`config.mk`:
```
export PLATFORM = sky130hd
export DESIGN_NAME = hornerArray
export DESIGN_NICKNAME = d
export VERILOG_FILES = /design/src/rtl/hornerPkg.sv /design/src/rtl/hornerCtl.sv /design/src/rtl/hornerDp.sv /design/src/rtl/hornerArray.sv
export SDC_FILE = /design/constraint.sdc
export NUM_CORES = 2
export LEC_CHECK = 0
export BUFFER_PORTS_ARGS = -buffer_cell sky130_fd_sc_hd__buf_2
export CAP_MARGIN = 20
export CORE_ASPECT_RATIO = 1.4
export CORE_MARGIN = 4
export CORE_UTILIZATION = 50
export CTS_BUF_LIST = sky130_fd_sc_hd__clkbuf_8
export DETAILED_ROUTE_END_ITERATION = 8
export GPL_ROUTABILITY_DRIVEN = 0
export PLACE_DENSITY = 0.65
export SETUP_SLACK_MARGIN = 0.15
export SLEW_MARGIN = 20
export SYNTH_ARGS = -nofsm -noshare
export SYNTH_HDL_FRONTEND = slang
export SYNTH_SLANG_ARGS = --single-unit
export TNS_END_PERCENT = 10
```
`constraint.sdc`:
```
create_clock -name clk -period 6.2 [get_ports clk]
set_clock_uncertainty 0.1 [all_clocks]
set_input_delay 0.31 -clock clk [delete_from_list [all_inputs] [get_ports clk]]
set_output_delay 0.31 -clock clk [all_outputs]
set_load 0.05 [all_outputs]
```
`src/rtl/hornerPkg.sv`:
```
package hornerPkg;

  // Per-stage strobes from control to datapath.
  typedef struct packed {
    logic mulEn;     // multiplier register captures this cycle
    logic addEn;     // adder register captures this cycle
    logic coefLoad;  // stage coefficient takes the travelling write
  } stageCtlT;

endpackage

```
`src/rtl/hornerCtl.sv`:
```
module hornerCtl #(
  parameter int DEGREE = 4,
  parameter int ADDR_W = 3
) (
  input  logic                  clk,
  input  logic                  rst,
  input  logic                  inValid,
  input  logic                  coefWe,
  input  logic [ADDR_W-1:0]     coefAddr,
  output logic                  headLoad,
  output hornerPkg::stageCtlT   stageCtl [DEGREE],
  output logic                  outValid
);

  // The leading coefficient is read at chain entry, so it loads at once.
  assign headLoad = coefWe && !rst && (coefAddr == ADDR_W'(DEGREE));

  genvar i;
  generate
    for (i = 0; i < DEGREE; i++) begin : g_stage
      logic              feedValid;
      logic              feedWe;
      logic [ADDR_W-1:0] feedAddr;
      logic              mulV;
      logic              addV;
      logic              tokWe;
      logic [ADDR_W-1:0] tokAddr;

      if (i == 0) begin : g_head
        assign feedValid = inValid;
        assign feedWe    = coefWe;
        assign feedAddr  = coefAddr;
      end else begin : g_link
        // write token position alongside the previous adder
        logic              tokWeAdd;
        logic [ADDR_W-1:0] tokAddrAdd;
        always_ff @(posedge clk) begin
          if (rst) begin
            tokWeAdd   <= 1'b0;
            tokAddrAdd <= '0;
          end else begin
            tokWeAdd   <= g_stage[i-1].tokWe;
            tokAddrAdd <= g_stage[i-1].tokAddr;
          end
        end
        assign feedValid = g_stage[i-1].addV;
        assign feedWe    = tokWeAdd;
        assign feedAddr  = tokAddrAdd;
      end

      always_ff @(posedge clk) begin
        if (rst) begin
          mulV    <= 1'b0;
          addV    <= 1'b0;
          tokWe   <= 1'b0;
          tokAddr <= '0;
        end else begin
          mulV    <= feedValid;
          addV    <= mulV;
          tokWe   <= feedWe;
          tokAddr <= feedAddr;
        end
      end

      assign stageCtl[i].mulEn    = feedValid && !rst;
      assign stageCtl[i].addEn    = mulV && !rst;
      assign stageCtl[i].coefLoad = tokWe && !rst &&
                                    (tokAddr == ADDR_W'(DEGREE - 1 - i));
    end
  endgenerate

  assign outValid = g_stage[DEGREE-1].addV;

endmodule

```
`src/rtl/hornerDp.sv`:
```
module hornerDp #(
  parameter int DEGREE = 4,
  parameter int DATA_W = 16,
  parameter int FRAC_W = 8
) (
  input  logic                       clk,
  input  logic                       rst,
  input  logic signed [DATA_W-1:0]   x,
  input  logic signed [DATA_W-1:0]   coefData,
  input  logic                       headLoad,
  input  hornerPkg::stageCtlT        stageCtl [DEGREE],
  output logic signed [DATA_W-1:0]   y
);

  localparam int PROD_W = 2 * DATA_W;

  logic signed [DATA_W-1:0] headCoef;

  always_ff @(posedge clk) begin
    if (rst)           headCoef <= '0;
    else if (headLoad) headCoef <= coefData;
  end

  genvar i;
  generate
    for (i = 0; i < DEGREE; i++) begin : g_stage
      logic signed [DATA_W-1:0] leftAcc;
      logic signed [DATA_W-1:0] leftX;
      logic signed [DATA_W-1:0] feedTok;
      logic signed [DATA_W-1:0] tokMul;
      logic signed [DATA_W-1:0] coefR;
      logic signed [DATA_W-1:0] mulR;
      logic signed [DATA_W-1:0] accR;
      logic signed [PROD_W-1:0] prod;

      if (i == 0) begin : g_head
        assign leftAcc = headCoef;
        assign leftX   = x;
        assign feedTok = coefData;
      end else begin : g_link
        // x and write data delayed through the previous pair
        logic signed [DATA_W-1:0] xMulPrev;
        logic signed [DATA_W-1:0] xAddPrev;
        logic signed [DATA_W-1:0] tokAddPrev;
        always_ff @(posedge clk) begin
          if (stageCtl[i-1].mulEn) xMulPrev <= g_stage[i-1].leftX;
          if (stageCtl[i-1].addEn) xAddPrev <= xMulPrev;
          tokAddPrev <= g_stage[i-1].tokMul;
        end
        assign leftAcc = g_stage[i-1].accR;
        assign leftX   = xAddPrev;
        assign feedTok = tokAddPrev;
      end

      assign prod = leftAcc * leftX;

      always_ff @(posedge clk) begin
        tokMul <= feedTok;
        if (stageCtl[i].mulEn) mulR <= DATA_W'(prod >>> FRAC_W);
        if (stageCtl[i].addEn) accR <= mulR + coefR;
      end

      always_ff @(posedge clk) begin
        if (rst)                       coefR <= '0;
        else if (stageCtl[i].coefLoad) coefR <= tokMul;
      end
    end
  endgenerate

  assign y = g_stage[DEGREE-1].accR;

endmodule

```
`src/rtl/hornerArray.sv`:
```
module hornerArray #(
  parameter int DEGREE = 4,
  parameter int DATA_W = 16,
  parameter int FRAC_W = 8,
  localparam int ADDR_W = $clog2(DEGREE + 1)
) (
  input  logic              clk,
  input  logic              rst,
  input  logic              inValid,
  input  logic [DATA_W-1:0] x,
  input  logic              coefWe,
  input  logic [ADDR_W-1:0] coefAddr,
  input  logic [DATA_W-1:0] coefData,
  output logic              outValid,
  output logic [DATA_W-1:0] y
);

  hornerPkg::stageCtlT stageCtl [DEGREE];
  logic                headLoad;

  hornerCtl #(
    .DEGREE (DEGREE),
    .ADDR_W (ADDR_W)
  ) u_ctl (
    .clk      (clk),
    .rst      (rst),
    .inValid  (inValid),
    .coefWe   (coefWe),
    .coefAddr (coefAddr),
    .headLoad (headLoad),
    .stageCtl (stageCtl),
    .outValid (outValid)
  );

  hornerDp #(
    .DEGREE (DEGREE),
    .DATA_W (DATA_W),
    .FRAC_W (FRAC_W)
  ) u_dp (
    .clk      (clk),
    .rst      (rst),
    .x        (x),
    .coefData (coefData),
    .headLoad (headLoad),
    .stageCtl (stageCtl),
    .y        (y)
  );

endmodule

```
==> results.cfg <==
[place]
pre_cts_ws_ns = -0.165
hpwlAfterDp_mm = 87.6
place_area_um2 = 47800
portBuffers = 55
placedCellCount = 5733

[floorplan]
io_pins = 56
rows = 129
core_um2 = 88800
die_w_um = 261
die_y_um = 363
start_util = 0.506
design.die.area_um2 = 94700

[clock_tree]
clock_path_buffers = 3
insertion_delay_ns = 0.70
numCtsBuffers = 74
clkTransAtPathRegs_ns = 0.06
cts_tree = done
cts_sinks = 452
htreeDepth = 3
root_buffer = clkbuf_8

[job]
cap_viol_max_count = 0

[detailed_routing]
vias_per_cell = 5.02
post_drt_wl_per_cell_um = 17.5
num_vias = 29718
wirelength_mm = 103
drt_pass1_iterations = 8
drtIter0Drc = 1168
ant_nets = 0
drc_errors = 0

[sta]
finalCritPeriodShare = 1.00
relSlewSlack = 0.199
min_period_ns = 6.23
whs_ns = 0.126
finalSetupViolations = 3
drv_slew = 0
timing.fmax_mhz = 161
rsz0062_at_grt = true
worst_pin_slew_ns = 1.19
hold_violations = 0
setup_ws_ns = -0.0254

[synth]
synth_ff_type = dfxtp_1
syn-num-nets = 5563
synth.largest_area_cell = fa_1
synth.avg_cell_area_um2 = 10.1
synth-seq-cells = 452
async_flop_share = 0
netlist_instances = 4436
synth_top_cells_by_area = fa_1 33%, edfxtp_1 15%, dfxtp_1 10%
synth_cell_types = 60
ys_seq_area_frac = 0.252
yosys.area.top_type_share = 0.334
synth_edf_count = 224
yosysWarnings = 0
syn_area_um2 = 44900

[global_route]
grt_antenna_before_repair = 4
grt_start_max_net_pins = 60
grt_pass1_vias = 33530
overflow = 0
track_usage = 0.230
grt_pass1_wl_mm = 170

[power]
vdd_drop_max_uv = 217
power.density_nw_per_um2 = 189
power.leakage_uw = 0.0243

[critical_path]
cp_top_family = adder cells
slowest_stage = fa_1
path_cells = and2_4 > fa_1 > inv_1 > fa_1 > fa_1 > fa_1 > inv_1 > fa_1 > inv_1 > fa_1 > inv_2 > ha_4 > a21o_1 > a21oi_2 > nor2b_2 > o41a_1 > a221oi_2 > buf_4 > a21oi_4 > o21a_1 > nor2_2 > xnor2_1
path_common_cell = fa_1
cp.arrival_ns = 6.55
start_kind = register
worstSetupPathType = reg2reg
crit_buf_inv = 5
worst-path-max-fanout = 4
cp-end-kind = register
slowest_delay_ns = 0.52
cp_data_required_time_ns = 6.52

[finish]
final_nets = 5808
drive_gt1_frac = 0.0979
final_cell_count_no_fill = 5921
utilization = 0.565
area_delta_synth_final_pct = 11.8
fillers = 7817
final_area_um2 = 50200

[worst_hold_path]
hp-class = in2reg

[run_status]
status = finished, violations left
violations = setup timing
[cells in the mapped netlist, drive strengths merged (37+ instances only)]
master	instances
dfxtp	228
inv	1006
clkbuf	150
xor2	40
edfxtp	224
and2	443
nor2b	53
nand2	478
xnor2	149
o21ai	37
ha	340
fa	748
mux2i	80
a21oi	58
nor2	183
[routing by layer]
| layer | routed length [um] | global-route usage |
|---|---|---|
| met1 | 34100 | 0.222 |
| met2 | 59100 | 0.460 |
| met3 | 3640 | 0.0312 |
| met5 | 13 | 0 |
| met4 | 6480 | 0.123 |
[layout make-up]
cell class                 count  area [um2]  share of cell area
tap                         1179        1480              0.0294
timing repair buffer         320        2450              0.0488
inverter                    1006        3780              0.0752
clock buffer                  85        1170              0.0233
clock inverter                50         455             0.00907
multi-input combinational   2827       29600               0.589
antenna                        2        5.00           0.0000997
sequential                   452       11300               0.225
[power breakdown]
part / internal (uW) / leakage (uW) / switching [uW] / total (uW)
combinational: 1470 / 0.0195 / 1730 / 3200
clock: 1600 / 0.000891 / 1250 / 2850
sequential: 3390 / 0.00393 / 54.6 / 3440
total: 6460 / 0.0243 / 3040 / 9500
[cells by family (layout without fill, tap and decap cells)]
family	Yosys count	count (layout)	synth area share
buf+inv	1157	1461	0.0968
simple gates	1276	1276	0.140
compound gates	194	194	0.0285
flops	452	452	0.252
mux	80	80	0.0178
fa+ha+maj	1088	1088	0.428
xor+xnor	189	189	0.0369
other cells	0	2	0
[registers in the layout, summed over array words and instances (netlist names), 48 cells and up]
name,flops
u_dp.g_stage.coefR,64
u_dp.g_stage.mulR,64
u_dp.g_stage.tokMul,64
u_dp.g_stage.accR,48
u_dp.g_stage.feedTok,48
u_dp.g_stage.g_link.xAddPrev,48
u_dp.g_stage.g_link.xMulPrev,48
[metrics by stage]
step,power (uW),TNS [ns]
after global placement,6510,-0.126
after CTS,9590,-0.0716
final,9500,-0.0450
after detailed placement,6590,-0.677
after floorplan,5730,0
after global routing,10200,-1.35
[cell usage in the layout (no fill, tap or decap), types with 11 or more instances in the layout]
master | synthesis | routed
inv_1 | 1006 | 1024
fa_1 | 748 | 743
nand2_1 | 478 | 477
and2_1 | 443 | 436
ha_1 | 340 | 331
dfxtp_1 | 228 | 224
edfxtp_1 | 224 | 224
buf_4 | 0 | 216
nor2_1 | 183 | 180
xnor2_1 | 149 | 149
clkbuf_8 | 0 | 85
mux2i_1 | 80 | 80
a21oi_1 | 57 | 53
buf_2 | 0 | 53
nor2b_1 | 53 | 45
xor2_1 | 40 | 40
dlygate4sd3_1 | 0 | 36
o21ai_0 | 37 | 34
nand2b_1 | 31 | 31
nor3_1 | 29 | 28
nand3_1 | 22 | 19
o21a_1 | 19 | 19
a21o_1 | 18 | 18
and3_1 | 11 | 11
[repair_timing]
item | 4_1_cts | 5_1_grt
hold endpoints to repair | 70 | 0
setup endpoints to repair | 13 | 19
setup buffers | 10 | 5
gates resized for setup | 39 | 28
hold buffers | 36 | 0
pin swaps | 31 | 27
[path summary, 6_finish.rpt]
path         slack [ns]                                 end  depth (start not counted)                        start
max               -0.03            u_dp.g_stage[2].mulR[14]                         22      u_dp.g_stage[1].accR[6]
min reg2reg        0.19          u_dp.g_stage[2].tokMul[15]                          0  u_dp.g_stage[2].feedTok[15]
min                0.13  u_dp.g_stage[1].g_link.xMulPrev[1]                          2                         x[1]
max reg2reg       -0.03            u_dp.g_stage[2].mulR[14]                         22      u_dp.g_stage[1].accR[6]
[worst reg2reg max path, cell delays in order (launching register included)]
cell and delay (ns):
edfxtp_1 0.45, and2_4 0.20, fa_1 0.50, inv_1 0.06
fa_1 0.46, fa_1 0.50, fa_1 0.52, inv_1 0.05
fa_1 0.47, inv_1 0.05, fa_1 0.51, inv_2 0.04
ha_4 0.21, a21o_1 0.17, a21oi_2 0.16, nor2b_2 0.06
o41a_1 0.44, a221oi_2 0.30, buf_4 0.22, a21oi_4 0.09
o21a_1 0.23, nor2_2 0.09, xnor2_1 0.07
(Power assumes the default switching activity.)
